==> src/rtl/mabus_pkg.sv <==
package mabus_pkg;

    typedef enum logic [2:0] {
        ST_IDLE,
        ST_DECODE,
        ST_SEL,
        ST_RD,
        ST_WR,
        ST_SKIP
    } tgt_state_e;

    // byte-enable mask for a data phase: whole word, or one lane picked by the low address bits
    function automatic logic [1:0] lane_mask(input logic byte_op, input logic lane);
        if (!byte_op)  return 2'b11;
        else if (lane) return 2'b10;
        else           return 2'b01;
    endfunction

endpackage

==> src/rtl/mabus_sync.sv <==
module mabus_sync #(
    parameter int W = 4
) (
    input  logic         clk,
    input  logic         rst_n,
    input  logic [W-1:0] async_i,
    output logic [W-1:0] sync_o
);
    logic [W-1:0] meta_q;
    logic [W-1:0] stab_q;

    always_ff @(posedge clk or negedge rst_n) begin
        if (!rst_n) begin
            meta_q <= '0;
            stab_q <= '0;
        end else begin
            meta_q <= async_i;
            stab_q <= meta_q;
        end
    end

    assign sync_o = stab_q;
endmodule

==> src/rtl/mabus_win_decode.sv <==
module mabus_win_decode #(
    parameter int              ADDR_W    = 22,
    parameter logic [21:0]     BASE_ADDR = 22'h3FFF00,
    parameter int              WIN_WORDS = 8,
    parameter int              LANE_W    = 1
) (
    input  logic [ADDR_W-1:0]            addr_i,
    output logic                         hit_o,
    output logic [$clog2(WIN_WORDS)-1:0] idx_o
);
    localparam int IDX_W    = $clog2(WIN_WORDS);
    localparam int SPAN     = WIN_WORDS << LANE_W;

    logic [ADDR_W-1:0] off;

    always_comb begin
        off   = addr_i - ADDR_W'(BASE_ADDR);
        hit_o = (addr_i >= ADDR_W'(BASE_ADDR)) && (off < ADDR_W'(SPAN));
        idx_o = off[IDX_W+LANE_W-1:LANE_W];
    end
endmodule

==> src/rtl/mabus_store.sv <==
module mabus_store #(
    parameter int DATA_W    = 16,
    parameter int WIN_WORDS = 8
) (
    input  logic                         clk,
    input  logic                         rst_n,
    input  logic                         we_i,
    input  logic [DATA_W/8-1:0]          be_i,
    input  logic [$clog2(WIN_WORDS)-1:0] idx_i,
    input  logic [DATA_W-1:0]            wdata_i,
    output logic [DATA_W-1:0]            rdata_o
);
    localparam int BYTES = DATA_W / 8;

    logic [WIN_WORDS-1:0][DATA_W-1:0] mem_d, mem_q;

    always_comb begin
        mem_d = mem_q;
        for (int w = 0; w < WIN_WORDS; w++) begin
            for (int b = 0; b < BYTES; b++) begin
                if (we_i && be_i[b] && (int'(idx_i) == w))
                    mem_d[w][b*8 +: 8] = wdata_i[b*8 +: 8];
            end
        end
    end

    always_ff @(posedge clk or negedge rst_n) begin
        if (!rst_n) mem_q <= '0;
        else        mem_q <= mem_d;
    end

    assign rdata_o = mem_q[idx_i];
endmodule

==> src/rtl/mabus_target.sv <==
module mabus_target
    import mabus_pkg::*;
#(
    parameter int          ADDR_W    = 22,
    parameter int          DATA_W    = 16,
    parameter logic [21:0] BASE_ADDR = 22'h3FFF00,
    parameter int          WIN_WORDS = 8
) (
    input  logic              clk,
    input  logic              rst_n,
    input  logic [ADDR_W-1:0] bus_ad_i,
    output logic [DATA_W-1:0] bus_ad_o,
    output logic              bus_ad_oe,
    input  logic              frame_i,
    input  logic              rd_strobe_i,
    input  logic              wr_strobe_i,
    input  logic              wtq_i,
    output logic              reply_o,
    output logic              blk_cap_o
);
    localparam int BYTES  = DATA_W / 8;
    localparam int LANE_W = $clog2(BYTES);
    localparam int IDX_W  = $clog2(WIN_WORDS);

    typedef struct packed {
        tgt_state_e        st;
        logic [ADDR_W-1:0] addr;
        logic              wmark;
        logic              rd_done;
        logic              wr_done;
        logic              reply;
        logic              oe;
        logic [DATA_W-1:0] dout;
    } tgt_reg_t;

    tgt_reg_t r_q, r_d;

    // synchronized controls
    logic [3:0] ctl_s;
    logic frame_s, rd_s, wr_s, wtq_s;

    mabus_sync #(.W(4)) u_sync (
        .clk     (clk),
        .rst_n   (rst_n),
        .async_i ({frame_i, rd_strobe_i, wr_strobe_i, wtq_i}),
        .sync_o  (ctl_s)
    );
    assign {frame_s, rd_s, wr_s, wtq_s} = ctl_s;

    logic             win_hit;
    logic [IDX_W-1:0] win_idx;

    mabus_win_decode #(
        .ADDR_W    (ADDR_W),
        .BASE_ADDR (BASE_ADDR),
        .WIN_WORDS (WIN_WORDS),
        .LANE_W    (LANE_W)
    ) u_dec (
        .addr_i (r_q.addr),
        .hit_o  (win_hit),
        .idx_o  (win_idx)
    );

    logic              st_we;
    logic [BYTES-1:0]  st_be;
    logic [DATA_W-1:0] st_rdata;

    mabus_store #(
        .DATA_W    (DATA_W),
        .WIN_WORDS (WIN_WORDS)
    ) u_store (
        .clk     (clk),
        .rst_n   (rst_n),
        .we_i    (st_we),
        .be_i    (st_be),
        .idx_i   (win_idx),
        .wdata_i (bus_ad_i[DATA_W-1:0]),
        .rdata_o (st_rdata)
    );

    always_comb begin
        r_d   = r_q;
        st_we = 1'b0;
        st_be = '0;
        unique case (r_q.st)
            ST_IDLE: begin
                if (frame_s) begin
                    r_d.addr    = bus_ad_i;
                    r_d.wmark   = wtq_s;
                    r_d.rd_done = 1'b0;
                    r_d.wr_done = 1'b0;
                    r_d.st      = ST_DECODE;
                end
            end
            ST_DECODE: begin
                r_d.st = win_hit ? ST_SEL : ST_SKIP;
            end
            ST_SEL: begin
                if (rd_s && !r_q.wmark && !r_q.rd_done && !r_q.wr_done) begin
                    r_d.dout    = st_rdata;
                    r_d.oe      = 1'b1;
                    r_d.reply   = 1'b1;
                    r_d.rd_done = 1'b1;
                    r_d.st      = ST_RD;
                end else if (wr_s && !r_q.wr_done) begin
                    st_we       = 1'b1;
                    st_be       = BYTES'(lane_mask(wtq_s, r_q.addr[0]));
                    r_d.reply   = 1'b1;
                    r_d.wr_done = 1'b1;
                    r_d.st      = ST_WR;
                end
            end
            ST_RD: begin
                if (!rd_s) begin
                    r_d.reply = 1'b0;
                    r_d.oe    = 1'b0;
                    r_d.st    = ST_SEL;
                end
            end
            ST_WR: begin
                if (!wr_s) begin
                    r_d.reply = 1'b0;
                    r_d.st    = ST_SEL;
                end
            end
            ST_SKIP: begin
                r_d.st = ST_SKIP;
            end
            default: r_d.st = ST_IDLE;
        endcase
        // frame withdrawn: abandon whatever is in flight
        if (!frame_s) begin
            r_d.st    = ST_IDLE;
            r_d.reply = 1'b0;
            r_d.oe    = 1'b0;
            st_we     = 1'b0;
        end
    end

    always_ff @(posedge clk or negedge rst_n) begin
        if (!rst_n) begin
            r_q       <= '0;
            r_q.st    <= ST_IDLE;
        end else begin
            r_q <= r_d;
        end
    end

    assign bus_ad_o  = r_q.dout;
    assign bus_ad_oe = r_q.oe;
    assign reply_o   = r_q.reply;
    assign blk_cap_o = 1'b0;
endmodule

==> config.mk <==
export PLATFORM = sky130hd
export DESIGN_NAME = mabus_target
export DESIGN_NICKNAME = d
export VERILOG_FILES = /design/src/rtl/mabus_pkg.sv /design/src/rtl/mabus_sync.sv /design/src/rtl/mabus_win_decode.sv /design/src/rtl/mabus_store.sv /design/src/rtl/mabus_target.sv
export SDC_FILE = /design/constraint.sdc
export NUM_CORES = 1
export LEC_CHECK = 0
export BUFFER_PORTS_ARGS = -buffer_cell sky130_fd_sc_hd__buf_2
export CAP_MARGIN = 25
export CELL_PAD_IN_SITES_DETAIL_PLACEMENT = 1
export CELL_PAD_IN_SITES_GLOBAL_PLACEMENT = 1
export CORE_ASPECT_RATIO = 2
export CORE_UTILIZATION = 50
export DETAILED_ROUTE_END_ITERATION = 16
export PLACE_DENSITY_LB_ADDON = 0.1
export SLEW_MARGIN = 20
export SYNTH_ARGS = -nofsm -noshare
export SYNTH_HDL_FRONTEND = slang
export SYNTH_SLANG_ARGS = --single-unit
==> constraint.sdc <==
create_clock -name clk -period 2.35 [get_ports clk]
set_input_delay 0.1175 -clock clk [delete_from_list [all_inputs] [get_ports clk]]
set_output_delay 0.1175 -clock clk [all_outputs]
set_load 0.05 [all_outputs]
# ---- Word level (Yosys, flattened, before mapping)
# Index checks and enable logic that the tools add are counted.
dict set report op_classes {
  addsub 1
  order_cmp 3
  n_eq_ne 22
  mux 30
  reduce_logical 36
}
# cell n
set op_table {}
lappend op_table {{binary-select mux 16 bit (select 3 bit)} 1}
lappend op_table {{2-to-1 mux 28 bit} 1}
lappend op_table {{logical AND 1 bit} 23}
lappend op_table {{greater-or-equal comparator 22 bit, second input constant} 1}
lappend op_table {{< comparator 22 x 5 -> 1 bit, second input constant} 1}
lappend op_table {{subtractor 22 bit, second input constant} 1}
lappend op_table {{equality test 3 bit, second input constant} 6}
lappend op_table {{2-to-1 mux 3 bit} 6}
lappend op_table {{case mux 3 bit (6 select lines)} 1}
lappend op_table {{2-to-1 mux 17 bit} 1}
lappend op_table {{2-to-1 mux 16 bit} 1}
lappend op_table {{2-to-1 mux 2 bit} 8}
lappend op_table {{equality test 3 x 2 -> 1 bit, second input constant} 4}
lappend op_table {{inequality test 3 bit, second input constant} 4}
lappend op_table {{AND reduction 3 bit} 3}
lappend op_table {{2-to-1 mux 1 bit} 8}
lappend op_table {{inequality test 4 bit, second input constant} 2}
lappend op_table {{AND reduction 4 bit} 2}
lappend op_table {{equality test 3 x 1 -> 1 bit, second input constant} 2}
lappend op_table {{zero test 3 bit} 2}
lappend op_table {{inequality test 2 bit, second input constant} 3}
lappend op_table {{< comparator 3 x 4 -> 1 bit, second input constant} 1}
lappend op_table {{case mux 2 bit (2 select lines)} 1}
lappend op_table {{AND reduction 2 bit} 2}
lappend op_table {{other kinds (5)} 7}
dict set report totals {
  regBits 182
  output_inout_bits 19
}

# ---- Longest topological paths before layout
# Gate-level depths: netlist (run 1).
dict set report logic_depth {
  word_depth 9
  ltp_mapped 7
  mapped_depth_nobuf 5
}

# ---- Cells and area by module
# A second synthesis (run 1) with hierarchy kept.
dict set report hier_totals {
  hier_cells 578
  hier_area_um2 8548.2
}
# mod n_inst cells_per_inst area_each_um2
set by_module_without_submodules {}
lappend by_module_without_submodules {mabus_store 1 403 6132.1}
lappend by_module_without_submodules {mabus_target 1 157 2148.3}
lappend by_module_without_submodules {mabus_sync 1 8 200.2}
lappend by_module_without_submodules {mabus_win_decode 1 10 67.6}

# ---- Worst setup path before layout (run 1)
# Ideal clock, no wire load.
dict set report synth_path {
  path_kind {register -> register}
  start {reg r_q[45] (netlist name)}
  end {reg u_store.mem_q[72] (netlist name)}
  setup_ps 125
  arrival_time_ps 1810
  path_slack_ps 415
  path_stages_with_launch 8
  synth_period_minus_slack_ps 1935
  path_cell_list {dfrtp_1 buf_6 nand4bb_4 a21oi_4 nand2_2 or4_1 buf_6 mux2_4}
}
dict set report synth_between {
  elab_chain_cells 5
}
# element line
set synth_lines {}
lappend synth_lines {{start: declaration} mabus_target.sv:36} ;# tgt_reg_t r_q, r_d;
lappend synth_lines {{start signal: assignment} mabus_target.sv:145} ;# r_q <= r_d;
lappend synth_lines {{equality test 3 x 2 -> 1 bit (*)} mabus_target.sv:85} ;# unique case (r_q.st)
lappend synth_lines {{2-to-1 mux 1 bit} mabus_target.sv:85}
lappend synth_lines {{2-to-1 mux 1 bit} mabus_target.sv:132} ;# if (!frame_s) begin
lappend synth_lines {{logical AND 1 bit (*) (2 in series)} mabus_store.sv:21} ;# if (we_i && be_i[b] && (int'(idx_i) == w))
lappend synth_lines {{end signal: assignment} mabus_store.sv:29} ;# else mem_q <= mem_d;
lappend synth_lines {{end: declaration} mabus_store.sv:15} ;# logic [WIN_WORDS-1:0][DATA_W-1:0] mem_d, mem_q;
# Every way passes the cells marked *; elsewhere a longest branch is shown, timed or not.
# A chain may end at the register's enable or synchronous reset.

# ---- Worst setup path after layout (run 1)
dict set report layout_path {
  start {reg r_q[20] (netlist name)}
  end {reg u_store.mem_q[70] (netlist name)}
}
dict set report layout_between {
  elab_chain_cells 9
}
# element line
set layout_lines {}
lappend layout_lines {{zero test 1 bit (*)} mabus_target.sv:99} ;# if (rd_s && !r_q.wmark && !r_q.rd_done && !r_q.wr_done) begin
lappend layout_lines {{logical AND 1 bit (*) (3 in series)} mabus_target.sv:99}
lappend layout_lines {{2-to-1 mux 1 bit} mabus_target.sv:99}
lappend layout_lines {{2-to-1 mux 1 bit} mabus_target.sv:85}
lappend layout_lines {{2-to-1 mux 1 bit} mabus_target.sv:132}
lappend layout_lines {{logical AND 1 bit (*) (2 in series)} mabus_store.sv:21}
# Marked as above.

==> results of run 1 <==
registers in the layout, indices dropped and copies added (netlist names):
register / cells
reply_o: 1
bus_ad_oe: 1
u_store.mem_q: 128
u_sync.sync_o: 4
u_sync.meta_q: 4
r_q: 28
bus_ad_o: 16
area by class of cell:
class                           count  area (µm²)
Fill cell                        1499        6504
Sequential cell                   182        4556
Multi-Input combinational cell    313        3298
Timing Repair Buffer               80       559.3
Clock buffer                       18       429.2
Tap cell                          201       251.5
Clock inverter                     14       165.2
Inverter                            4       15.01
per-stage QoR:
step                worst slack, ns  cells  hold WS [ns]
finish                       0.1096    812       0.02545
global route                0.01753    812       0.04102
CTS                         0.08876    812       0.01399
detailed placement           0.1402    769        0.1536
global placement             0.1748    769        0.1479
floorplan                    0.4149    537       -0.1781
critical path, delay by kind of cell (launching register included):
family,cells,cell delay (ns)
muxes,1,0.41
and+or+nand+nor,4,1.30
DFF,1,0.42
synthesized netlist by cell type, types with 4 or more instances:
master | instances | share of area, %
a21oi_1 | 5 | 0.31
mux2_4 | 16 | 3.0
buf_4 | 18 | 1.7
clkbuf_1 | 9 | 0.42
nor2_2 | 12 | 0.93
o21ai_0 | 25 | 1.5
mux2_2 | 132 | 18
nor2_1 | 7 | 0.32
mux4_2 | 32 | 8.9
inv_1 | 4 | 0.19
buf_2 | 7 | 0.43
nand4_1 | 5 | 0.39
dfrtp_1 | 182 | 56
nand2_1 | 26 | 1.2
mux2i_1 | 16 | 2.0
report_power, final:
group / internal, mW / switching [mW] / leakage (nW)
Combinational: 1.45 / 1.52 / 1.67
Clock: 1.60 / 1.31 / 0.278
Sequential: 3.80 / 0.481 / 2.39
what timing repair did:
| item | CTS | global route |
|---|---|---|
| resized for setup | 0 | 1 |
| hold buffers | 11 | 0 |
| endpoints found under the hold margin | 72 | 0 |
| endpoints found under the setup margin | 0 | 2 |
metal layers:
metal  wire, µm  global-route usage, %  share of wire [%]
met1       7201                  27.88                 37
met2      11440                  48.51                 58
met3        292                  3.559                1.5
met4        643                  11.13                3.3
met5          0                      0                  0
final timing paths:
path                                       to  slack (ns)  cells past startpoint
setup / recovery            u_store.mem_q[70]        0.11                      5
hold / removal              u_store.mem_q[98]        0.03                      2
setup reg to reg            u_store.mem_q[70]        0.11                      5
hold reg to reg              u_sync.sync_o[2]        0.35                      0
max in group asynchronous   u_store.mem_q[15]        1.33                      3
min in group asynchronous  u_store.mem_q[112]        0.25                      2
kinds of logic (layout without fill, tap and decap cells):
logic type / count (synthesis) / after routing / synth area share [%]
AOI/OAI and AO/OA: 39 / 39 / 2.749
muxes: 198 / 198 / 32.46
buffers and inverters: 42 / 116 / 3.165
other: 1 / 1 / 0.04628
and+or+nand+nor: 75 / 75 / 5.374
DFF: 182 / 182 / 56.21
==> impl_metrics.json, run 1 <==
{
  "outcome": "completed",
  "start_util_pct": 51.36,
  "die_x_um": 92.02,
  "critPathArrivalTime_ns": 2.55,
  "cts_max_path_buffers": 2,
  "grt_max_degree": 66,
  "path_clk_slew_ns": 0.08,
  "ios": 47,
  "dpl.hpwl_um": 13110,
  "clk_latency_ns": 0.43,
  "drt_wl_total_um": 19580,
  "worstSetupEndpointType": "flop",
  "postCtsSetupBuffers": 0,
  "first_global_vias": 5497,
  "critPathRequiredTime_ns": 2.66,
  "syn_nets": 565,
  "ys_ff_latch": 182,
  "tritoncts": "yes",
  "synth.avg_cell_area_um2": 15.09,
  "vias": 4678,
  "cp_max_fo": 10,
  "ir_drop_mv": 0.6175,
  "diodes": 0,
  "power_density_nw_per_um2": 1096,
  "fin_crit_sh_pct": 95.34,
  "cts_buffers": 17,
  "slew_headroom_pct": 55.74,
  "cp-startpoint": "r_q[20]",
  "synth_flop_cell": "dfrtp_1",
  "fmax_mhz": 446.3,
  "grt-ovfl-total": 0,
  "path_cells": "nor4b_4, nor2_1, and3b_1, nand2_1, mux2_2",
  "synth_seq_area_share_pct": 56.21,
  "core.rowCount": 65,
  "timing_hold_violations_final": 0,
  "post-route-drc-count": 0,
  "antenna_found_initial": 0,
  "drtIter0Drc": 168,
  "first_pass_iters": 4,
  "syn-cell-area_um2": 8103,
  "critPathKind": "reg -> reg",
  "rsz0062_at_grt": "false",
  "r2r_start": "r_q[20]",
  "final_antenna_net_count": 0,
  "place_congestion": 0.8041,
  "synth_cell_types": 42,
  "cts-htree-levels": 4,
  "finish.instance_area_um2": 9274,
  "final_util_pct": 58.78,
  "slew_viol_final": 0,
  "period_minus_slack_ns": 2.240,
  "fin_tns_setup_ns": 0,
  "syn_inst": 537,
  "finClkSkew_ns": 0.01459,
  "slowest_stage": "nor4b_4",
  "grt_pass1_wl_um": 31530,
  "p_leak_nw": 4.336,
  "root_buffer": "clkbuf_16",
  "synth_edf_count": 0,
  "nets": 626,
  "placed_area_um2": 8566,
  "async_flop_share_pct": 100.0,
  "hp-start": "bus_ad_i[2]",
  "drive_gt1_share_pct": 49.26,
  "setup_viol": 0,
  "vias_per_cell": 5.761,
  "wl_per_cell_um": 24.11,
  "die_area_um2": 16750,
  "core_um2": 15780,
  "drv_cap": 0,
  "setup.worst_path.start_class": "flop",
  "ys_warn_count": 0,
  "cts.sinks": 182,
  "p_total_mw": 10.17,
  "die_h_um": 182.0,
  "worst_pin_slew_ns": 0.6638,
  "area_growth_syn_to_layout_pct": 14.45,
  "grt_usage_pct": 25.65,
  "final_common_cell": "dfrtp_1",
  "layout_common_cells": "dfrtp_1, mux2_2, buf_2",
  "critPathMaxStageDelay_ns": 0.57,
  "hp-class": "in -> reg",
  "port_buffers": 45
}
No activity file was read; power rests on OpenSTA's default activity.
==> run 2: changes to the inputs <==
- CAP_MARGIN: 25 -> 20
- clock period: 2.35 -> 2.74 ns (I/O delays scaled with it)
==> run 2 against run 1 <==
Hold slack improved by 0.036 ns. Critical endpoint is now u_store.mem_q[9]. Sequential share of layout area rose by 0.35 points. Largest power group unchanged. Via count fell by 0.86%. Largest cell class unchanged. Total power fell by 15%. Non-clock buffer count fell by 7. Sequential power fell by 12%. Wire length fell by 3.2%.
==> impl_metrics.json, run 2 (synthesis gave the netlist of run 1 again) <==
{
  "reg2reg_slack_ns": 0.42,
  "die_h_um": 182.0,
  "finClkSkew_ns": 0.01178,
  "clkPwrFrac_pct": 28.8,
  "fmax_mhz": 430.3,
  "rsz0062_at_grt": "false",
  "place_congestion": 0.8461,
  "cts-resized-gates": 0,
  "vias": 4638,
  "outcome": "completed",
  "critPathArrivalTime_ns": 2.64,
  "ir_drop_mv": 0.5328,
  "grt_pass1_wl_um": 30550,
  "drt_wl_total_um": 18950,
  "clk_latency_ns": 0.43,
  "fin_crit_sh_pct": 84.82,
  "critPathRequiredTime_ns": 3.05,
  "first_pass_iters": 4,
  "power_frac_seq_pct": 43.6,
  "root_buffer": "clkbuf_16",
  "setup_viol": 0,
  "switchingPower_mw": 2.803,
  "r2r_start": "r_q[45]",
  "port_buffers": 45,
  "ios": 47,
  "final_util_pct": 58.36,
  "largest_register_ffs": 128,
  "layout_common_cells": "dfrtp_1, mux2_2, buf_2",
  "grt_max_degree": 76,
  "finish.instance_area_um2": 9208,
  "regMostFlops": "u_store.mem_q",
  "reg2reg_to": "u_store.mem_q[9]",
  "die_x_um": 92.02,
  "slew_headroom_pct": 53.27,
  "grt-ovfl-total": 0,
  "placed_area_um2": 8501,
  "fin_tns_setup_ns": 0,
  "power_density_nw_per_um2": 938.1,
  "worst_pin_slew_ns": 0.7010,
  "drive_gt1_share_pct": 48.68,
  "hp-class": "in -> reg",
  "final_antenna_net_count": 0,
  "setup.worst_path.start_class": "flop",
  "die_area_um2": 16750,
  "timing_hold_violations_final": 0,
  "p_int_mw": 5.835,
  "core.rowCount": 65,
  "final_common_cell": "dfrtp_1",
  "grt_usage_pct": 24.89,
  "holdBufCountCts": 11,
  "cts_max_path_buffers": 2,
  "first_global_vias": 5368,
  "antenna_found_initial": 0,
  "critPathKind": "reg -> reg",
  "holdPathEnd": "u_store.mem_q[66]",
  "cts_buffers": 17,
  "drv_cap": 0,
  "wl_per_cell_um": 23.54,
  "cp_max_fo": 10,
  "postCtsSetupBuffers": 0,
  "post-route-drc-count": 0,
  "period_minus_slack_ns": 2.324,
  "tritoncts": "yes",
  "worstSetupEndpointType": "flop",
  "pwr-share-comb_pct": 27.7,
  "hp-start": "bus_ad_i[2]",
  "worst-r2r-cell-count": 5,
  "switching_share_pct": 32.45,
  "path_clk_slew_ns": 0.07,
  "start_util_pct": 51.36,
  "p_leak_nw": 4.301,
  "p_total_mw": 8.638,
  "dpl.hpwl_um": 12920,
  "diodes": 0,
  "hold_depth": 2,
  "core_um2": 15780,
  "cts-htree-levels": 4,
  "area_growth_syn_to_layout_pct": 13.63,
  "drtIter0Drc": 169,
  "vias_per_cell": 5.761,
  "nets": 619,
  "cts.sinks": 182,
  "slew_viol_final": 0
}
run 2: cell types whose count changed in the layout (fill, tap and decap cells not counted):
cell        before  now
clkinvlp_4       4    3
buf_4           21   15
or4_4            1    0
clkinv_4         1    4
or4_1            1    2
clkinv_2         0    1
clkbuf_1         1    0
inv_6            5    3
buf_12           3    2
run 2: critical path, cell delays in order, from the launching register on:
cell and delay (ns):
dfrtp_1 0.50, nand4bb_4 0.30, a21oi_4 0.16, nand2_2 0.11
or4_1 0.73, mux2_4 0.41
run 2: routing by layer:
layer / GRT usage (%) / up-vias / routed length, µm
li1: - / 2054 / -
met1: 27.32 / 2482 / 7021
met2: 47.04 / 67 / 11090
met3: 3.685 / 35 / 335
met4: 9.875 / 0 / 501
met5: 0 / - / 0
run 2: area by class of cell:
| class | count | area, µm² |
|---|---|---|
| Clock buffer | 17 | 425.4 |
| Clock inverter | 15 | 171.4 |
| Fill cell | 1515 | 6570 |
| Inverter | 4 | 15.01 |
| Multi-Input combinational cell | 313 | 3294 |
| Sequential cell | 182 | 4556 |
| Tap cell | 201 | 251.5 |
| Timing Repair Buffer | 73 | 494.2 |
run 2: through the flow:
| step | setup WS, ns | hold WS (ns) | cells |
|---|---|---|---|
| 4_1_cts | 0.4123 | 0.04975 | 805 |
| 5_1_grt | 0.3489 | 0.07335 | 805 |
| 6_report | 0.4160 | 0.06113 | 805 |
| 3_3_place_gp | 0.5040 | 0.2064 | 762 |
| 2_1_floorplan | 0.8049 | -0.1586 | 537 |
| 3_5_place_dp | 0.4505 | 0.2118 | 762 |
run 2: how the worst max path moves through the flow:
stage,from,end,slack (ns)
floorplan,r_q[45],u_store.mem_q[72],0.80
global placement,r_q[18],u_store.mem_q[9],0.50
detailed placement,r_q[45],u_store.mem_q[14],0.45
CTS,r_q[45],u_store.mem_q[9],0.41
global route,r_q[45],u_store.mem_q[9],0.35
finish,r_q[45],u_store.mem_q[9],0.42
run 2: power groups by stage:
stage | logic [mW] | clock network, mW | registers (mW)
after floorplan | 2.02 | 0 | 3.53
after global placement | 2.32 | 0 | 3.74
after detailed placement | 2.40 | 0 | 3.81
after CTS | 2.43 | 2.54 | 3.77
after global routing | 2.58 | 2.63 | 3.84
final | 2.39 | 2.48 | 3.76
==> run 3: changes to the inputs <==
- ABC_AREA: not set -> 1
- CORE_UTILIZATION: 50 -> 46
- clock period: 2.74 -> 2.22 ns (I/O delays scaled with it)
==> run 3 against run 2 <==
Synthesized area is 6.8% higher. Core utilization is 4.8 points lower. Sequential cell count stayed put. Design area is 7.0% higher. Sequential power is 36% higher. Non-clock buffer count is 33 higher. Setup slack worse by 0.27 ns. Clock skew is 0.0012 ns lower. Global-route usage is 8.3 points higher. Via count is 69% higher. Combinational power is 150% higher. Sequential share of layout area is 3.2 points lower. Critical endpoint is now u_store.mem_q[111].
==> impl_metrics.json, run 3 <==
{
  "die_x_um": 98.99,
  "drt_wl_total_um": 30290,
  "first_pass_iters": 4,
  "cts-htree-levels": 4,
  "finClkSkew_ns": 0.01060,
  "slew_viol_final": 0,
  "cp.depth": 10,
  "vias_per_cell": 5.992,
  "drtIter0Drc": 381,
  "drv_cap": 0,
  "synth_area_leader_cell": "dfrtp_1",
  "grt_usage_pct": 33.21,
  "cts_buffers": 17,
  "wl_per_cell_um": 23.21,
  "diodes": 0,
  "async_flop_share_pct": 100.0,
  "die_area_um2": 19400,
  "final_antenna_net_count": 0,
  "post-route-drc-count": 0,
  "layout_common_cells": "nand2_1, dfrtp_1, nand4_1",
  "slowest_stage": "dfrtp_1",
  "place_congestion": 0.8458,
  "cts_max_path_buffers": 2,
  "p_total_mw": 14.09,
  "hold_slack_ns": 0.05090,
  "hp-start": "bus_ad_i[15]",
  "synth_top_area_share_pct": 52.63,
  "synthTopCellsByArea": "dfrtp_1, nand2_1, nand4_1",
  "clk_latency_ns": 0.44,
  "regMostFlops": "u_store.mem_q",
  "ys_ff_latch": 182,
  "ir_drop_mv": 0.7377,
  "slew_headroom_pct": 65.36,
  "worstSetupEndpointType": "flop",
  "largest_register_ffs": 128,
  "first_global_vias": 8279,
  "dpl.hpwl_um": 21150,
  "r2r_start": "r_q[45]",
  "ys_warn_count": 0,
  "port_buffers": 45,
  "synth_cell_types": 25,
  "setup.worst_path.start_class": "flop",
  "nFillCells": 2227,
  "die_h_um": 196.0,
  "fin_tns_setup_ns": 0,
  "register_area_um2": 4554,
  "rsz0062_at_grt": "false",
  "synth_flop_cell": "dfrtp_1",
  "vias": 7819,
  "grt_max_degree": 48,
  "hold_depth": 3,
  "cp_max_fo": 41,
  "period_minus_slack_ns": 2.077,
  "tritoncts": "yes",
  "nets": 1104,
  "path_clk_slew_ns": 0.07,
  "start_util_pct": 47.05,
  "syn_nets": 1071,
  "area_growth_syn_to_layout_pct": 13.84,
  "fin_crit_sh_pct": 93.56,
  "final_common_cell": "nand2_1",
  "grt_pass1_wl_um": 47330,
  "synth_edf_count": 0,
  "worst_pin_slew_ns": 0.5164,
  "timing_hold_violations_final": 0,
  "worst-r2r-cell-count": 10,
  "hp-class": "in -> reg",
  "drive_gt1_share_pct": 14.33,
  "outcome": "completed",
  "core_um2": 18390,
  "critPathArrivalTime_ns": 2.45,
  "setup_viol": 0,
  "critPathTopFamily": "buffers and inverters",
  "multiInputGateArea_um2": 3517,
  "p_leak_nw": 4.664,
  "yosysMostFrequentCell": "nand2_1",
  "power_density_nw_per_um2": 1431,
  "root_buffer": "clkbuf_16",
  "ios": 47,
  "cp-startpoint": "r_q[45]",
  "cp_num_buf_inv": 4,
  "core.rowCount": 70,
  "grt-ovfl-total": 0,
  "syn_inst": 1043,
  "synth.avg_cell_area_um2": 8.297,
  "ys_top_cells_by_count": "nand2_1, dfrtp_1, nand4_1",
  "path_cells": "inv_2, nand2_1, nor2_4, nand2_2, nor3_4, buf_12, buf_4, buf_4, nand4_1, nand2_1",
  "syn-cell-area_um2": 8653,
  "synth_seq_area_share_pct": 52.63,
  "fmax_mhz": 481.4,
  "antenna_found_initial": 0,
  "critPathKind": "reg -> reg",
  "postCtsSetupBuffers": 0,
  "critPathMaxStageDelay_ns": 0.42,
  "cts.sinks": 182,
  "critPathRequiredTime_ns": 2.59
}
-- run 3: cell types whose count changed after synthesis, moves of 23 or more --
cell      change
nand2_1     +401
a22oi_1      +23
inv_1        +25
nand3_1      +42
nand4_1     +143
mux4_2       -32
nor2_1       +31
clkbuf_1     +43
mux2_2      -132
-- run 3: stage by stage --
stage	cells	cell area [µm²]	worst slack, ns	util [%]
finish	1305	9851	0.1429	53.56
global route	1305	9851	0.006059	53.56
CTS	1305	9838	0.09467	53.49
detailed placement	1262	9141	0.1699	49.70
global placement	1262	9141	0.2785	49.70
floorplan	1043	8653	0.5349	-
-- run 3: where the power goes --
group          leakage, nW  internal, mW  total [mW]  switching [mW]
Clock                0.275          1.72        3.05            1.33
Sequential            1.82          4.42        5.13           0.705
Combinational         2.57          1.64        5.91            4.27
-- run 3: repair_timing --
item / 4_1_cts / 5_1_grt
gates resized for setup: 0 / 3
hold buffers: 11 / 0
hold endpoints to repair: 138 / 0
setup endpoints to repair: 0 / 22
-- run 3: logic make-up after synthesis --
family                 after synthesis  synth area share [%]
flip-flops                         182                 52.63
AO/OA/AOI/OAI                       53                 3.745
other                                1               0.04334
AND/OR/NAND/NOR                    681                 36.60
buffers and inverters              126                 6.984
-- run 3: final cells by class --
| cell class | count | share of cell area, % |
|---|---|---|
| Sequential cell | 182 | 46.23 |
| Multi-Input combinational cell | 735 | 35.70 |
| Timing Repair Buffer | 106 | 8.066 |
| Clock buffer | 21 | 4.674 |
| Tap cell | 216 | 2.744 |
| Inverter | 34 | 1.296 |
| Clock inverter | 11 | 1.283 |
-- run 3: tightest hold or removal path, delay by kind of cell --
| kind | cells | cell delay (ns) |
|---|---|---|
| buffers and inverters | 1 | 0.19 |
| AND/OR/NAND/NOR | 2 | 0.15 |
-- run 3: path summary, 6_finish.rpt --
| kind | end | slack (ns) |
|---|---|---|
| min | r_q[36] | 0.05 |
| min in group asynchronous | r_q[39] | 0.16 |
| max reg2reg | u_store.mem_q[111] | 0.14 |
| min reg2reg | u_sync.sync_o[2] | 0.35 |
| max | u_store.mem_q[111] | 0.14 |
| max in group asynchronous | u_store.mem_q[81] | 1.32 |
-- run 3: routing by layer --
layer	up-vias	GRT usage (%)	part of all wire, %
met3	95	4.703	2.7
met4	0	24.99	7.9
met5	-	0	0
met2	212	59.73	54
li1	3542	-	-
met1	3970	34.40	36
